### config.mk
export PLATFORM = sky130hd
export DESIGN_NAME = pfg_supervisor
export DESIGN_NICKNAME = d
export VERILOG_FILES = /design/src/rtl/pfg_pkg.sv /design/src/rtl/pfg_sync.sv /design/src/rtl/pfg_fsm.sv /design/src/rtl/pfg_supervisor.sv
export SDC_FILE = /design/constraint.sdc
export NUM_CORES = 1
export LEC_CHECK = 0
export BUFFER_PORTS_ARGS = -buffer_cell sky130_fd_sc_hd__buf_2
export CORE_ASPECT_RATIO = 1.1
export CORE_MARGIN = 2
export CORE_UTILIZATION = 35
export CTS_BUF_LIST = sky130_fd_sc_hd__clkbuf_8
export DETAILED_ROUTE_END_ITERATION = 16
export SETUP_SLACK_MARGIN = 0.2
export SYNTH_ARGS = -nofsm -noshare
export SYNTH_HDL_FRONTEND = slang
export SYNTH_SLANG_ARGS = --single-unit
export TNS_END_PERCENT = 10
### constraint.sdc
create_clock -name clk_i -period 2.7 [get_ports clk_i]
set_input_delay 0.135 -clock clk_i [delete_from_list [all_inputs] [get_ports clk_i]]
set_output_delay 0.135 -clock clk_i [all_outputs]
set_load 0.05 [all_outputs]
### src/rtl/pfg_pkg.sv
package pfg_pkg;

    typedef enum logic [1:0] {
        ST_NORMAL    = 2'd0,
        ST_PROTECTED = 2'd1,
        ST_BATTERY   = 2'd2,
        ST_RECOVER   = 2'd3
    } pfg_state_e;

    localparam int unsigned FLAG_PF = 0;
    localparam int unsigned FLAG_SO = 1;
    localparam int unsigned N_FLAGS = 2;

endpackage

### src/rtl/pfg_sync.sv
module pfg_sync #(
    parameter int unsigned         WIDTH   = 2,
    parameter int unsigned         STAGES  = 2,
    parameter logic [WIDTH-1:0]    RST_VAL = '0
) (
    input  logic             clk_i,
    input  logic             rst_ni,
    input  logic [WIDTH-1:0] din_i,
    output logic [WIDTH-1:0] dout_o
);

    logic [STAGES-1:0][WIDTH-1:0] chain_d;
    logic [STAGES-1:0][WIDTH-1:0] chain_q;

    always_comb begin
        chain_d[0] = din_i;
        for (int s = 1; s < STAGES; s++) begin
            chain_d[s] = chain_q[s-1];
        end
    end

    generate
        for (genvar g = 0; g < STAGES; g++) begin : g_stage
            always_ff @(posedge clk_i or negedge rst_ni) begin
                if (!rst_ni) begin
                    chain_q[g] <= RST_VAL;
                end else begin
                    chain_q[g] <= chain_d[g];
                end
            end
        end
    endgenerate

    assign dout_o = chain_q[STAGES-1];

endmodule

### src/rtl/pfg_fsm.sv
module pfg_fsm
    import pfg_pkg::*;
#(
    parameter int unsigned REC_CYCLES = 1000
) (
    input  logic clk_i,
    input  logic rst_ni,
    input  logic pf_i,
    input  logic so_i,
    output logic wr_block_o,
    output logic abort_o,
    output logic batt_o
);

    localparam int unsigned CW   = $clog2(REC_CYCLES + 1);
    localparam logic [CW-1:0] LOAD = CW'(REC_CYCLES - 1);

    typedef struct packed {
        pfg_state_e    state;
        logic [CW-1:0] cnt;
        logic          abort;
    } regs_t;

    regs_t r_d, r_q;
    logic  low_any;

    assign low_any = pf_i | so_i;

    always_comb begin
        r_d       = r_q;
        r_d.abort = 1'b0;
        unique case (r_q.state)
            ST_NORMAL: begin
                if (so_i) begin
                    r_d.state = ST_BATTERY;
                    r_d.abort = 1'b1;
                end else if (low_any) begin
                    r_d.state = ST_PROTECTED;
                    r_d.abort = 1'b1;
                end
            end
            ST_PROTECTED: begin
                if (so_i) begin
                    r_d.state = ST_BATTERY;
                end else if (!low_any) begin
                    r_d.state = ST_RECOVER;
                    r_d.cnt   = LOAD;
                end
            end
            ST_BATTERY: begin
                if (!so_i) begin
                    if (low_any) begin
                        r_d.state = ST_PROTECTED;
                    end else begin
                        r_d.state = ST_RECOVER;
                        r_d.cnt   = LOAD;
                    end
                end
            end
            ST_RECOVER: begin
                if (so_i) begin
                    r_d.state = ST_BATTERY;
                end else if (low_any) begin
                    r_d.state = ST_PROTECTED;
                end else if (r_q.cnt == '0) begin
                    r_d.state = ST_NORMAL;
                end else begin
                    r_d.cnt = r_q.cnt - 1'b1;
                end
            end
            default: r_d.state = ST_PROTECTED;
        endcase
    end

    always_ff @(posedge clk_i or negedge rst_ni) begin
        if (!rst_ni) begin
            r_q.state <= ST_PROTECTED;
            r_q.cnt   <= '0;
            r_q.abort <= 1'b0;
        end else begin
            r_q <= r_d;
        end
    end

    assign wr_block_o = (r_q.state != ST_NORMAL);
    assign batt_o     = (r_q.state == ST_BATTERY);
    assign abort_o    = r_q.abort;


    fail_blocks_chk: assert property (@(posedge clk_i) disable iff (!rst_ni)
        (r_q.state == ST_NORMAL && low_any) |=> (wr_block_o && abort_o));


    abort_single_chk: assert property (@(posedge clk_i) disable iff (!rst_ni)
        abort_o |=> !abort_o);


    batt_entry_chk: assert property (@(posedge clk_i) disable iff (!rst_ni)
        so_i |=> batt_o);


    release_at_zero_chk: assert property (@(posedge clk_i) disable iff (!rst_ni)
        $fell(wr_block_o) |-> $past(r_q.state == ST_RECOVER && r_q.cnt == '0));


    cnt_bound_chk: assert property (@(posedge clk_i) disable iff (!rst_ni)
        r_q.cnt < REC_CYCLES);


    redip_chk: assert property (@(posedge clk_i) disable iff (!rst_ni)
        (r_q.state == ST_RECOVER && pf_i && !so_i) |=> (r_q.state == ST_PROTECTED && !abort_o));

endmodule

### src/rtl/pfg_supervisor.sv
module pfg_supervisor
    import pfg_pkg::*;
#(
    parameter int unsigned REC_CYCLES  = 1000,
    parameter int unsigned SYNC_STAGES = 2
) (
    input  logic clk_i,
    input  logic rst_ni,
    input  logic below_pf_raw_i,
    input  logic below_so_raw_i,
    output logic wr_block_o,
    output logic abort_pulse_o,
    output logic batt_sel_o,
    output logic lowpwr_o
);

    localparam logic [N_FLAGS-1:0] SYNC_RST = N_FLAGS'(1) << FLAG_PF;

    logic [N_FLAGS-1:0] raw_flags;
    logic [N_FLAGS-1:0] sync_flags;
    logic               batt;

    assign raw_flags[FLAG_PF] = below_pf_raw_i;
    assign raw_flags[FLAG_SO] = below_so_raw_i;

    pfg_sync #(
        .WIDTH   (N_FLAGS),
        .STAGES  (SYNC_STAGES),
        .RST_VAL (SYNC_RST)
    ) u_sync (
        .clk_i  (clk_i),
        .rst_ni (rst_ni),
        .din_i  (raw_flags),
        .dout_o (sync_flags)
    );

    pfg_fsm #(
        .REC_CYCLES (REC_CYCLES)
    ) u_fsm (
        .clk_i      (clk_i),
        .rst_ni     (rst_ni),
        .pf_i       (sync_flags[FLAG_PF]),
        .so_i       (sync_flags[FLAG_SO]),
        .wr_block_o (wr_block_o),
        .abort_o    (abort_pulse_o),
        .batt_o     (batt)
    );

    assign batt_sel_o = batt;
    assign lowpwr_o   = batt;


    rst_state_chk: assert property (@(posedge clk_i)
        !rst_ni |=> (wr_block_o && !abort_pulse_o && !batt_sel_o));

endmodule

==> metrics.csv, run 1 <==
stage;metric;value;unit
synth;syn_area;895.9;sq um
power_and_ir_drop;p_leak;0.4064;nW
synth;synthTopCellsByCount;14 x dfrtp_1, 7 x nand2_1, 7 x nor2_1;
synth;syn_nets;89;
worst_setup_path;max_stage_delay;0.48;ns
drt;dr_total_vias;681;
power_and_ir_drop;p_per_area;583.8;nW/um^2
drt;drt-initial-drc-count;14;
grt;grt_pass1_vias;656;
timing;rsz0062_at_grt;no;
worst_setup_path;startpoint_type;register;
drt;avgRoutedWirePerCell;14.62;um
timing;clock_skew;0.005435;ns
synth;synth_edf_count;0;
run;max_cap_viol_count;0;
synth;seq_area_frac_synth;47.91;%
timing;min_period;1.841;ns
grt;grt_start_max_net_pins;18;
placed_design;dp_hpwl;1282;um
cts;clk_pin_slew_worst_paths;0.07;ns
floorplan;dieWidth;52.24;um
drt;drc;0;
drt;wirelength;1871;um
cts;clock-sinks;17;
cells_and_area;finalCoreUtilization;42.00;%
worst_setup_path;arrival;2.04;ns
synth;async_flop_share;100.0;%
placed_design;pre_cts_slack;0.8781;ns
cts;cts_max_level;1;
worst_setup_path;path_cells;inv_1, ha_1, nor3b_2, nand3_1, or4b_1, nand2_1;
grt;gr-total-overflow;0;
timing;setup_viol;0;
cts;cts_resized;0;
cells_and_area;final_area;1039;sq um
worst_setup_path;cp.required;2.90;ns
floorplan;die_h;57.06;um
timing;fmax;0.5432;GHz
timing;worst_slack;0.8590;ns
drt;detail-route-antenna-nets;0;
worst_setup_path;worstSetupPathType;register to register;
cts;cts_setup_buffers;0;
synth;synthCells;84;
worst_setup_path;cp-startpoint;u_fsm.r_q[2]$_DFFE_PN0P_;
synth;synthTopCellsByArea;dfrtp_1 39%, dfstp_2 8.8%, nor4_4 4.7%, nand2_1 2.9%, nor2_1 2.9%;
synth;synth_cell_type_count;41;
placed_design;gp_congestion;0.8762;
worst_setup_path;reg2reg_from;u_fsm.r_q[2]$_DFFE_PN0P_;
cells_and_area;areaGrowthSynthToFinish;15.92;%
placed_design;numPortBuffers;7;
timing;max-slew-margin-rel;60.43;%
worst_setup_path;crit_family;simple AND/OR/NAND/NOR gates;
worst_setup_path;endpoint_kind;register;
floorplan;die-area;2981;sq um
cts;hold_buffers;3;
drt;dr.pass1.iters;4;
worst_setup_path;crit_slowest_cell;or4b_1;
floorplan;core;2472;sq um
worst_setup_path;crit_fanout;5;
status;status;complete, no violations;
grt;grt_antenna_before_repair;0;
cts;clk_path_buf_depth;2;
timing;period_share;68.19;%
synth;synth_area_leader_cell;dfrtp_1;
timing;slew_viol_final;0;
cells_and_area;diodes;0;
power_and_ir_drop;power;0.6063;mW
timing;hold_viol;0;
synth;synth.most_common_cell;dfrtp_1;
worst_setup_path;crit_buf_inv;1;
cts;root_buffer;clkbuf_8;
grt;grt_pass1_wl;3125;um
synth;synth-seq-cells;17;
synth;synth_area_per_cell;10.66;sq um
cells_and_area;layout-drive-gt1-share;24.74;%
timing;fin_tns_setup;0;ns
cells_and_area;nets;103;
cts;cts_buffers;3;
timing;tightest_slew;0.5890;ns
synth;synth_top_area_share;39.11;%
floorplan;ios;8;
floorplan;initial_utilization;36.23;%
drt;vias_per_cell;5.320;
synth;ys.warnings.count;0;
synth;synthFlopType;dfrtp_1;
cts;cts_tree;done;
placed_design;place_area;962.2;sq um
grt;globalRouteTotalUtil;14.18;%
cts;clkLatencyLatePin;0.25;ns
power_and_ir_drop;vdd_drop_max;0.3349;mV
floorplan;row_count;19;
hold_path;min_path_type;input pin to async pin;
layout make-up:
class	count	area [sq um]
Fill cell	256	1434
Multi-Input combinational cell	60	436.7
Sequential cell	17	429.2
Timing Repair Buffer	10	65.06
Clock buffer	3	41.29
Tap cell	31	38.79
Inverter	6	22.52
Clock inverter	1	5.005
cell families (layout without fill, tap and decap cells):
family,after synthesis,in the layout,share of synthesized area [%]
compound gates,15,15,12.15
fa+ha+maj,1,1,1.396
buf+inv,7,20,3.352
flops,17,17,47.91
mux,1,1,1.117
simple gates,43,43,34.08
flip-flops by register name (all words and copies together) (netlist names):
name and count:
u_fsm.abort_o 1, u_sync.chain_d 2, u_fsm.r_q 12, u_sync.dout_o 2
stage by stage:
step,std cells,hold slack [ns]
after floorplan,84,-0.1606
after global placement,121,0.08308
after detailed placement,121,0.08378
after CTS,128,0.3500
after global routing,128,0.3606
final,128,0.3250
worst reg2reg max path, stage by stage (launching register included):
cell and delay (ns):
dfrtp_1 0.43, inv_1 0.10, ha_1 0.20, nor3b_2 0.36
nand3_1 0.14, or4b_1 0.48, nand2_1 0.08
layout by cell type (no fill, tap or decap), types with 2 or more instances in the layout:
master / count
nand2_1: 7
nand3_1: 4
nor3_1: 4
o21ai_0: 2
dfstp_2: 3
dlygate4sd3_1: 3
nor4_4: 2
or3_1: 2
inv_1: 5
nor2_1: 7
clkbuf_8: 3
nand4_1: 3
a21oi_1: 2
dfrtp_1: 14
buf_2: 7
final timing paths:
path                                                    to  slack, ns  cells past startpoint
worst max register to register    u_fsm.r_q[5]$_DFFE_PN0P_       0.86                      6
min in group clk_i              u_sync.dout_o[1]$_DFF_PN0_       0.35                      0
worst min register to register  u_sync.dout_o[1]$_DFF_PN0_       0.35                      0
worst max-delay path              u_fsm.r_q[5]$_DFFE_PN0P_       0.86                      6
max in group asynchronous       u_sync.dout_o[0]$_DFF_PN1_       2.05                      2
worst min-delay path              u_fsm.r_q[2]$_DFFE_PN0P_       0.33                      2
power by group:
| group | switching, mW | internal (mW) |
|---|---|---|
| Combinational | 0.0553 | 0.0382 |
| Sequential | 0.0396 | 0.280 |
| Clock | 0.0909 | 0.102 |
| Total | 0.186 | 0.420 |
layer usage:
layer  global-route usage, %  vias to the layer above  routed length, um
met5                       0                        -                  0
met1                   20.17                      329                886
met2                   20.98                        9                919
met3                   3.141                        4                 45
met4                   5.495                        0                 19
li1                        -                      339                  -
(Power assumes the default switching activity.)
==> run 2, diff against run 1 <==
Settings changed: ABC_AREA from default to 1.
Clock period 2.7 ns to 1.8 ns, I/O delays scaled along.
==> run 2 against run 1 <==
Non-clock buffer count increased by 5. Design area up 13%. Worst hold slack lost 0.040 ns. Global-route usage up 0.18 points. Setup slack got worse by 0.57 ns. Sequential share of layout area shrank 4.9 points. Flip-flop and latch count stayed put. Area after synthesis increased by 8.4%. Utilization grew 1.6 points. Critical endpoint is now u_fsm.r_q[9]$_DFFE_PN0P_. Largest cell class unchanged. Largest power group is now combinational logic.
==> metrics.csv, run 2 <==
stage;metric;value;unit;change
status;status;complete, no violations;;unchanged
cells_and_area;diodes;0;;unchanged
cts;clkLatencyLatePin;0.26;ns;was 0.25 ns
placed_design;dp_hpwl;1430;um;was 1282 um
cells_and_area;multi_input_area;495.5;sq um;was 436.7 sq um
timing;hold_viol;0;;unchanged
power_and_ir_drop;swShare;46.55;%;was 30.66%
floorplan;die_h;59.24;um;was 57.06 um
synth;synth_top_area_share;36.08;%;was 39.11%
worst_setup_path;crit_fanout;15;;was 5
cells_and_area;fill_cells;268;;was 256
worst_setup_path;crit_slowest_cell;dfstp_2;;was or4b_1
floorplan;core;2703;sq um;was 2472 sq um
synth;synthFlopType;dfrtp_1;;unchanged
timing;worst_slack;0.2869;ns;was 0.8590 ns
grt;gr-total-overflow;0;;unchanged
worst_setup_path;r2r-end;u_fsm.r_q[9]$_DFFE_PN0P_;;was u_fsm.r_q[5]$_DFFE_PN0P_
drt;detail-route-antenna-nets;0;;unchanged
cells_and_area;layout_common_cells;24 x nand2_1, 16 x nand3_1, 14 x inv_1, 14 x dfrtp_1, 13 x nor2_1;;was 14 x dfrtp_1, 7 x nor2_1, 7 x nand2_1, 7 x buf_2, 5 x inv_1
synth;synth-seq-cells;17;;unchanged
synth;ys.warnings.count;0;;unchanged
cells_and_area;largest_reg_flops;12;;unchanged
floorplan;dieWidth;54.22;um;was 52.24 um
placed_design;pre_cts_slack;0.1015;ns;was 0.8781 ns
synth;syn_area;970.9;sq um;was 895.9 sq um
timing;fmax;0.6609;GHz;was 0.5432 GHz
grt;grt_start_max_net_pins;18;;unchanged
synth;synth.most_common_cell;nand2_1;;was dfrtp_1
floorplan;die-area;3212;sq um;was 2981 sq um
run;max_cap_viol_count;0;;unchanged
grt;grt_pass1_wl;3305;um;was 3125 um
timing;clock_skew;0.004745;ns;was 0.005435 ns
drt;drt-initial-drc-count;19;;was 14
timing;slew_viol_final;0;;unchanged
cts;root_buffer;clkbuf_8;;unchanged
cells_and_area;layout.area.seq;429.2;sq um;unchanged
synth;synthCells;120;;was 84
power_and_ir_drop;internal-power;0.9392;mW;was 0.4204 mW
cts;clk_pin_slew_worst_paths;0.07;ns;about the same
cells_and_area;layout-drive-gt1-share;30.66;%;was 24.74%
placed_design;gp_congestion;0.8282;;was 0.8762
grt;globalRouteTotalUtil;14.36;%;was 14.18%
drt;vias_per_cell;5.041;;was 5.320
placed_design;place_area;1035;sq um;was 962.2 sq um
worst_setup_path;reg2reg_from;u_fsm.r_q[11]$_DFFE_PN1P_;;was u_fsm.r_q[2]$_DFFE_PN0P_
synth;seq_area_frac_synth;44.20;%;was 47.91%
power_and_ir_drop;p_leak;0.5350;nW;was 0.4064 nW
timing;whs;0.2853;ns;was 0.3250 ns
drt;dr_total_vias;857;;was 681
grt;grt_pass1_vias;791;;was 656
worst_setup_path;r2r.worst_path.cells;6;;unchanged
worst_setup_path;max_stage_delay;0.57;ns;was 0.48 ns
power_and_ir_drop;p_per_area;1491;nW/um^2;was 583.8 nW/um^2
timing;rsz0062_at_grt;yes;;was no
worst_setup_path;cp.required;1.99;ns;was 2.90 ns
floorplan;ios;8;;unchanged
hold_path;min_path_type;input pin to async pin;;unchanged
placed_design;numPortBuffers;7;;unchanged
drt;wirelength;2001;um;was 1871 um
floorplan;row_count;20;;was 19
timing;min_period;1.513;ns;was 1.841 ns
worst_setup_path;endpoint_kind;register;;unchanged
cells_and_area;final_area;1179;sq um;was 1039 sq um
worst_setup_path;crit_buf_inv;0;;was 1
timing;max-slew-margin-rel;73.99;%;was 60.43%
power_and_ir_drop;seqPwrFrac;34.4;%;was 52.7%
drt;avgRoutedWirePerCell;11.77;um;was 14.62 um
synth;syn_nets;125;;was 89
cells_and_area;nets;143;;was 103
power_and_ir_drop;p_switching;0.8181;mW;was 0.1859 mW
cells_and_area;final_common_cell;nand2_1;;was dfrtp_1
worst_setup_path;worstSetupPathType;register to register;;unchanged
cells_and_area;areaGrowthSynthToFinish;21.39;%;was 15.92%
worst_setup_path;arrival;1.70;ns;was 2.04 ns
timing;setup_viol;0;;unchanged
drt;drc;0;;unchanged
worst_setup_path;worst-r2r-setup-slack;0.29;ns;was 0.86 ns
timing;tightest_slew;0.3902;ns;was 0.5890 ns
power_and_ir_drop;combPwrFrac;49.2;%;was 15.4%
worst_setup_path;path_cells;nor2_2, nor3_4, nand2_2, nand2_8, nand3_2, nand3_1;;was inv_1, ha_1, nor3b_2, nand3_1, or4b_1, nand2_1
cells_and_area;finalCoreUtilization;43.61;%;was 42.00%
synth;synthTopCellsByArea;dfrtp_1 36%, nand2_1 9.7%, nand3_1 8.2%, dfstp_2 8.1%, inv_1 6.2%;;was dfrtp_1 39%, dfstp_2 8.8%, nor4_4 4.7%, nand2_1 2.9%, nor2_1 2.9%
power_and_ir_drop;vdd_drop_max;0.7198;mV;was 0.3349 mV
synth;async_flop_share;100.0;%;unchanged
cells_and_area;largest-register;u_fsm.r_q;;unchanged
synth;synth_edf_count;0;;unchanged
grt;grt_antenna_before_repair;0;;unchanged
synth;synth_area_leader_cell;dfrtp_1;;unchanged
timing;fin_tns_setup;0;ns;unchanged
worst_setup_path;crit_family;simple AND/OR/NAND/NOR gates;;unchanged
drt;dr.pass1.iters;4;;unchanged
synth;synth_cell_type_count;25;;was 41
floorplan;initial_utilization;35.93;%;was 36.23%
cts;cts_tree;done;;unchanged
timing;period_share;84.06;%;was 68.19%
synth;synth_area_per_cell;8.091;sq um;was 10.66 sq um
cts;clk_path_buf_depth;2;;unchanged
worst_setup_path;startpoint_type;register;;unchanged
cts;cts_buffers;3;;unchanged
power_and_ir_drop;pwr-share-clk;16.4;%;was 31.9%
cts;clock-sinks;17;;unchanged
cts;cts_max_level;1;;unchanged
synth;synthTopCellsByCount;25 x nand2_1, 16 x inv_1, 16 x nand3_1;;was 14 x dfrtp_1, 7 x nand2_1, 7 x nor2_1
==> run 2: logic make-up after synthesis <==
kind of cell / share of synthesized area, %
DFF: 44.20
and+or+nand+nor: 37.24
buffers and inverters: 8.891
AOI/OAI and AO/OA: 7.473
adders and majority gates: 1.288
xor gates and xnor gates: 0.9022
==> run 2: how the worst max path moves through the flow <==
stage                     slack [ns]                        to                       from  cells after the start
after global routing            0.18  u_fsm.r_q[4]$_DFFE_PN0P_  u_fsm.r_q[11]$_DFFE_PN1P_                      6
after global placement          0.22  u_fsm.r_q[1]$_DFFE_PN0P_   u_fsm.r_q[1]$_DFFE_PN0P_                      9
after floorplan                 0.22  u_fsm.r_q[6]$_DFFE_PN0P_   u_fsm.r_q[1]$_DFFE_PN0P_                     10
final                           0.29  u_fsm.r_q[9]$_DFFE_PN0P_  u_fsm.r_q[11]$_DFFE_PN1P_                      6
after detailed placement        0.10  u_fsm.r_q[1]$_DFFE_PN0P_   u_fsm.r_q[1]$_DFFE_PN0P_                      9
after CTS                       0.21  u_fsm.r_q[1]$_DFFE_PN0P_   u_fsm.r_q[2]$_DFFE_PN0P_                      9
==> run 2: power groups by stage <==
stage | clock, mW | sequential, mW | combinational, mW
final | 0.289 | 0.604 | 0.864
after global placement | 0 | 0.600 | 0.752
after detailed placement | 0 | 0.605 | 0.774
after floorplan | 0 | 0.617 | 0.619
after CTS | 0.298 | 0.601 | 0.798
after global routing | 0.307 | 0.616 | 0.951
==> run 2: metrics by stage <==
step / power, mW / instances
detailed placement: 1.378 / 159
CTS: 1.697 / 166
finish: 1.757 / 170
global placement: 1.352 / 159
global route: 1.874 / 170
floorplan: 1.236 / 120
==> run 2: timing repair <==
action,in CTS,in global routing
gates resized for setup,4,7
hold endpoints to repair,16,0
pin swaps,0,2
gates cloned,0,0
endpoints found under the setup margin,10,11
buffers inserted,0,4
hold buffers,3,0
==> run 2: area by class of cell <==
class	count	area share, %
clock inverter	1	0.4246
tap	33	3.503
timing repair buffer	15	8.705
sequential	17	36.41
multi-input combinational	84	42.04
clock buffer	3	3.503
inverter	17	5.414
==> run 2: per-layer routing <==
metal	part of all wire (%)	global-route usage [%]	up-vias	routed length, um
met5	0	0	-	0
met4	3.3	8.571	0	66
met3	3.1	3.030	9	63
met2	50	24.27	24	999
met1	44	16.18	403	872
li1	-	-	421	-
==> run 2: worst register-to-register path, stage by stage (launching register included) <==
cell     delay [ns]
dfstp_2        0.57
nor2_2         0.07
nor3_4         0.27
nand2_2        0.19
nand2_8        0.19
nand3_2        0.08
nand3_1        0.07
==> run 3, diff against run 2 <==
Clock period 1.8 ns to 1.35 ns, I/O delays scaled along.
==> run 3 against run 2 <==
Flip-flop and latch count did not move. Clock power rose by 30%. Clock skew fell by 0.0035 ns. Register-to-register slack got worse by 0.28 ns. Setup slack got worse by 0.28 ns. Critical path type unchanged.
==> metrics.csv, run 3 (synthesis gave the netlist of run 2 again) <==
stage;metric;value;unit;change
drt;detail-route-antenna-nets;0;;unchanged
drt;dr_total_vias;895;;was 857
worst_setup_path;cp.required;1.50;ns;was 1.99 ns
worst_setup_path;arrival;1.49;ns;was 1.70 ns
power_and_ir_drop;power;2.758;mW;was 1.757 mW
grt;grt_start_max_net_pins;18;;unchanged
floorplan;die_h;59.24;um;unchanged
floorplan;die-area;3212;sq um;unchanged
timing;rsz0062_at_grt;yes;;unchanged
drt;drc;0;;unchanged
power_and_ir_drop;p_per_area;1959;nW/um^2;was 1491 nW/um^2
cells_and_area;layout.area.seq;429.2;sq um;unchanged
drt;vias_per_cell;4.661;;was 5.041
floorplan;dieWidth;54.22;um;unchanged
drt;route.met2.wl;1020;um;was 999 um
timing;setup_viol;0;;unchanged
cts;cts_tree;done;;unchanged
cells_and_area;largest-register;u_fsm.r_q;;unchanged
worst_setup_path;worstSetupPathType;register to register;;unchanged
timing;slew_viol_final;0;;unchanged
floorplan;initial_utilization;35.93;%;unchanged
placed_design;gp_congestion;0.8293;;was 0.8282
power_and_ir_drop;combPwrFrac;58.4;%;was 49.2%
cts;clkLatencyLatePin;0.25;ns;was 0.26 ns
worst_setup_path;crit_fanout;5;;was 15
power_and_ir_drop;internal-power;1.570;mW;was 0.9392 mW
power_and_ir_drop;p_leak;0.6576;nW;was 0.5350 nW
cells_and_area;fill_cells;248;;was 268
timing;worst_slack;0.009404;ns;was 0.2869 ns
cts;clk_path_buf_depth;2;;unchanged
grt;gr-total-overflow;0;;unchanged
floorplan;core;2703;sq um;unchanged
drt;wirelength;2054;um;was 2001 um
cells_and_area;nets;165;;was 143
cells_and_area;diodes;0;;unchanged
cells_and_area;stdcell_count;192;;was 170
floorplan;ios;8;;unchanged
grt;globalRouteTotalUtil;15.69;%;was 14.36%
cts;cts_max_level;1;;unchanged
cts;cts_setup_buffers;0;;unchanged
power_and_ir_drop;seqPwrFrac;28.0;%;was 34.4%
drt;wl_met3;62;um;was 63 um
cts;clk_pin_slew_worst_paths;0.06;ns;was 0.07 ns
cells_and_area;final_common_cell;buf_4;;was nand2_1
status;status;complete, no violations;;unchanged
timing;clock_skew;0.001229;ns;was 0.004745 ns
drt;highest_layer;met4;;unchanged
placed_design;dp_cells;185;;was 159
drt;dr.pass1.iters;4;;unchanged
placed_design;numPortBuffers;7;;unchanged
grt;grt_pass1_wl;3670;um;was 3305 um
cells_and_area;layout_common_cells;26 x buf_4, 23 x nand2_1, 15 x nand3_1;;was 24 x nand2_1, 16 x nand3_1, 14 x inv_1, 14 x dfrtp_1, 13 x nor2_1
grt;grt_antenna_before_repair;0;;unchanged
cells_and_area;finalCoreUtilization;52.08;%;was 43.61%
power_and_ir_drop;vdd_drop_max;1.094;mV;was 0.7198 mV
cells_and_area;multi_input_area;531.8;sq um;was 495.5 sq um
drt;avgRoutedWirePerCell;10.70;um;was 11.77 um
timing;fmax;0.7459;GHz;was 0.6609 GHz
placed_design;pre_cts_slack;-0.1067;ns;was 0.1015 ns
timing;fin_tns_setup;0;ns;unchanged
cells_and_area;layout-drive-gt1-share;42.77;%;was 30.66%
timing;hold_viol;0;;unchanged
drt;drt-initial-drc-count;21;;was 19
drt;wl_met1;911;um;was 872 um
worst_setup_path;endpoint_kind;register;;unchanged
grt;grt_pass1_vias;908;;was 791
placed_design;dp_hpwl;1561;um;was 1430 um
run;max_cap_viol_count;0;;unchanged
cells_and_area;largest_reg_flops;12;;unchanged
floorplan;row_count;20;;unchanged
cells_and_area;areaGrowthSynthToFinish;44.97;%;was 21.39%
power_and_ir_drop;p_switching;1.188;mW;was 0.8181 mW
placed_design;place_area;1250;sq um;was 1035 sq um
timing;whs;0.2627;ns;was 0.2853 ns
timing;tightest_slew;0.3818;ns;was 0.3902 ns
cells_and_area;final_area;1408;sq um;was 1179 sq um
worst_setup_path;startpoint_type;register;;unchanged
hold_path;min_path_type;input pin to async pin;;unchanged
timing;max-slew-margin-rel;74.55;%;was 73.99%
cts;cts_buffers;3;;unchanged
cts;clock-sinks;17;;unchanged
power_and_ir_drop;swShare;43.07;%;was 46.55%
cts;root_buffer;clkbuf_8;;unchanged
power_and_ir_drop;pwr-share-clk;13.6;%;was 16.4%
timing;period_share;99.30;%;was 84.06%
timing;min_period;1.341;ns;was 1.513 ns
run 3: layout make-up:
cell class              instances  share of cell area, %
clock buffers                   3                  2.933
clock inverters                 1                 0.2667
inverters                      17                  4.711
multi-input cells              84                  37.78
flip-flops and latches         17                  30.49
well taps                      33                  2.933
repair buffers                 37                  20.89
run 3: power groups by stage:
stage / registers, mW / clock network, mW / logic [mW]
after floorplan: 0.834 / 0 / 0.873
after global placement: 0.775 / 0 / 1.40
after detailed placement: 0.783 / 0 / 1.43
after CTS: 0.773 / 0.391 / 1.59
after global routing: 0.792 / 0.410 / 1.77
final: 0.773 / 0.375 / 1.61
run 3: critical path, stage by stage, from the launching register on:
cell     delay, ns
dfstp_2       0.54
nor2_2        0.05
nor3_4        0.21
nand2_2       0.15
buf_6         0.16
nand3_1       0.07
nand2_1       0.05
run 3: worst paths after layout:
path	cells after the start	end	slack, ns	from
worst min-delay path	2	u_fsm.r_q[6]$_DFFE_PN0P_	0.26	rst_ni
worst max register to register	6	u_fsm.r_q[10]$_DFFE_PN0P_	0.009	u_fsm.r_q[11]$_DFFE_PN1P_
worst max-delay path	6	u_fsm.r_q[10]$_DFFE_PN0P_	0.009	u_fsm.r_q[11]$_DFFE_PN1P_
min in group clk_i	0	u_sync.dout_o[1]$_DFF_PN0_	0.36	u_sync.chain_d[3]$_DFF_PN0_
max in group asynchronous	2	u_sync.dout_o[0]$_DFF_PN1_	0.78	rst_ni
worst min register to register	0	u_sync.dout_o[1]$_DFF_PN0_	0.36	u_sync.chain_d[3]$_DFF_PN0_
run 3: timing repair:
action | 4_1_cts | 5_1_grt
pin swaps | 4 | 2
resized for setup | 18 | 5
hold buffers | 3 | 0
endpoints found under the hold margin | 16 | 0
setup endpoints to repair | 15 | 15
run 3: routing by layer:
layer | vias to the layer above | track usage [%]
met4 | 0 | 8.571
met3 | 7 | 3.535
met1 | 408 | 19.35
li1 | 468 | -
met5 | - | 0
met2 | 12 | 24.96
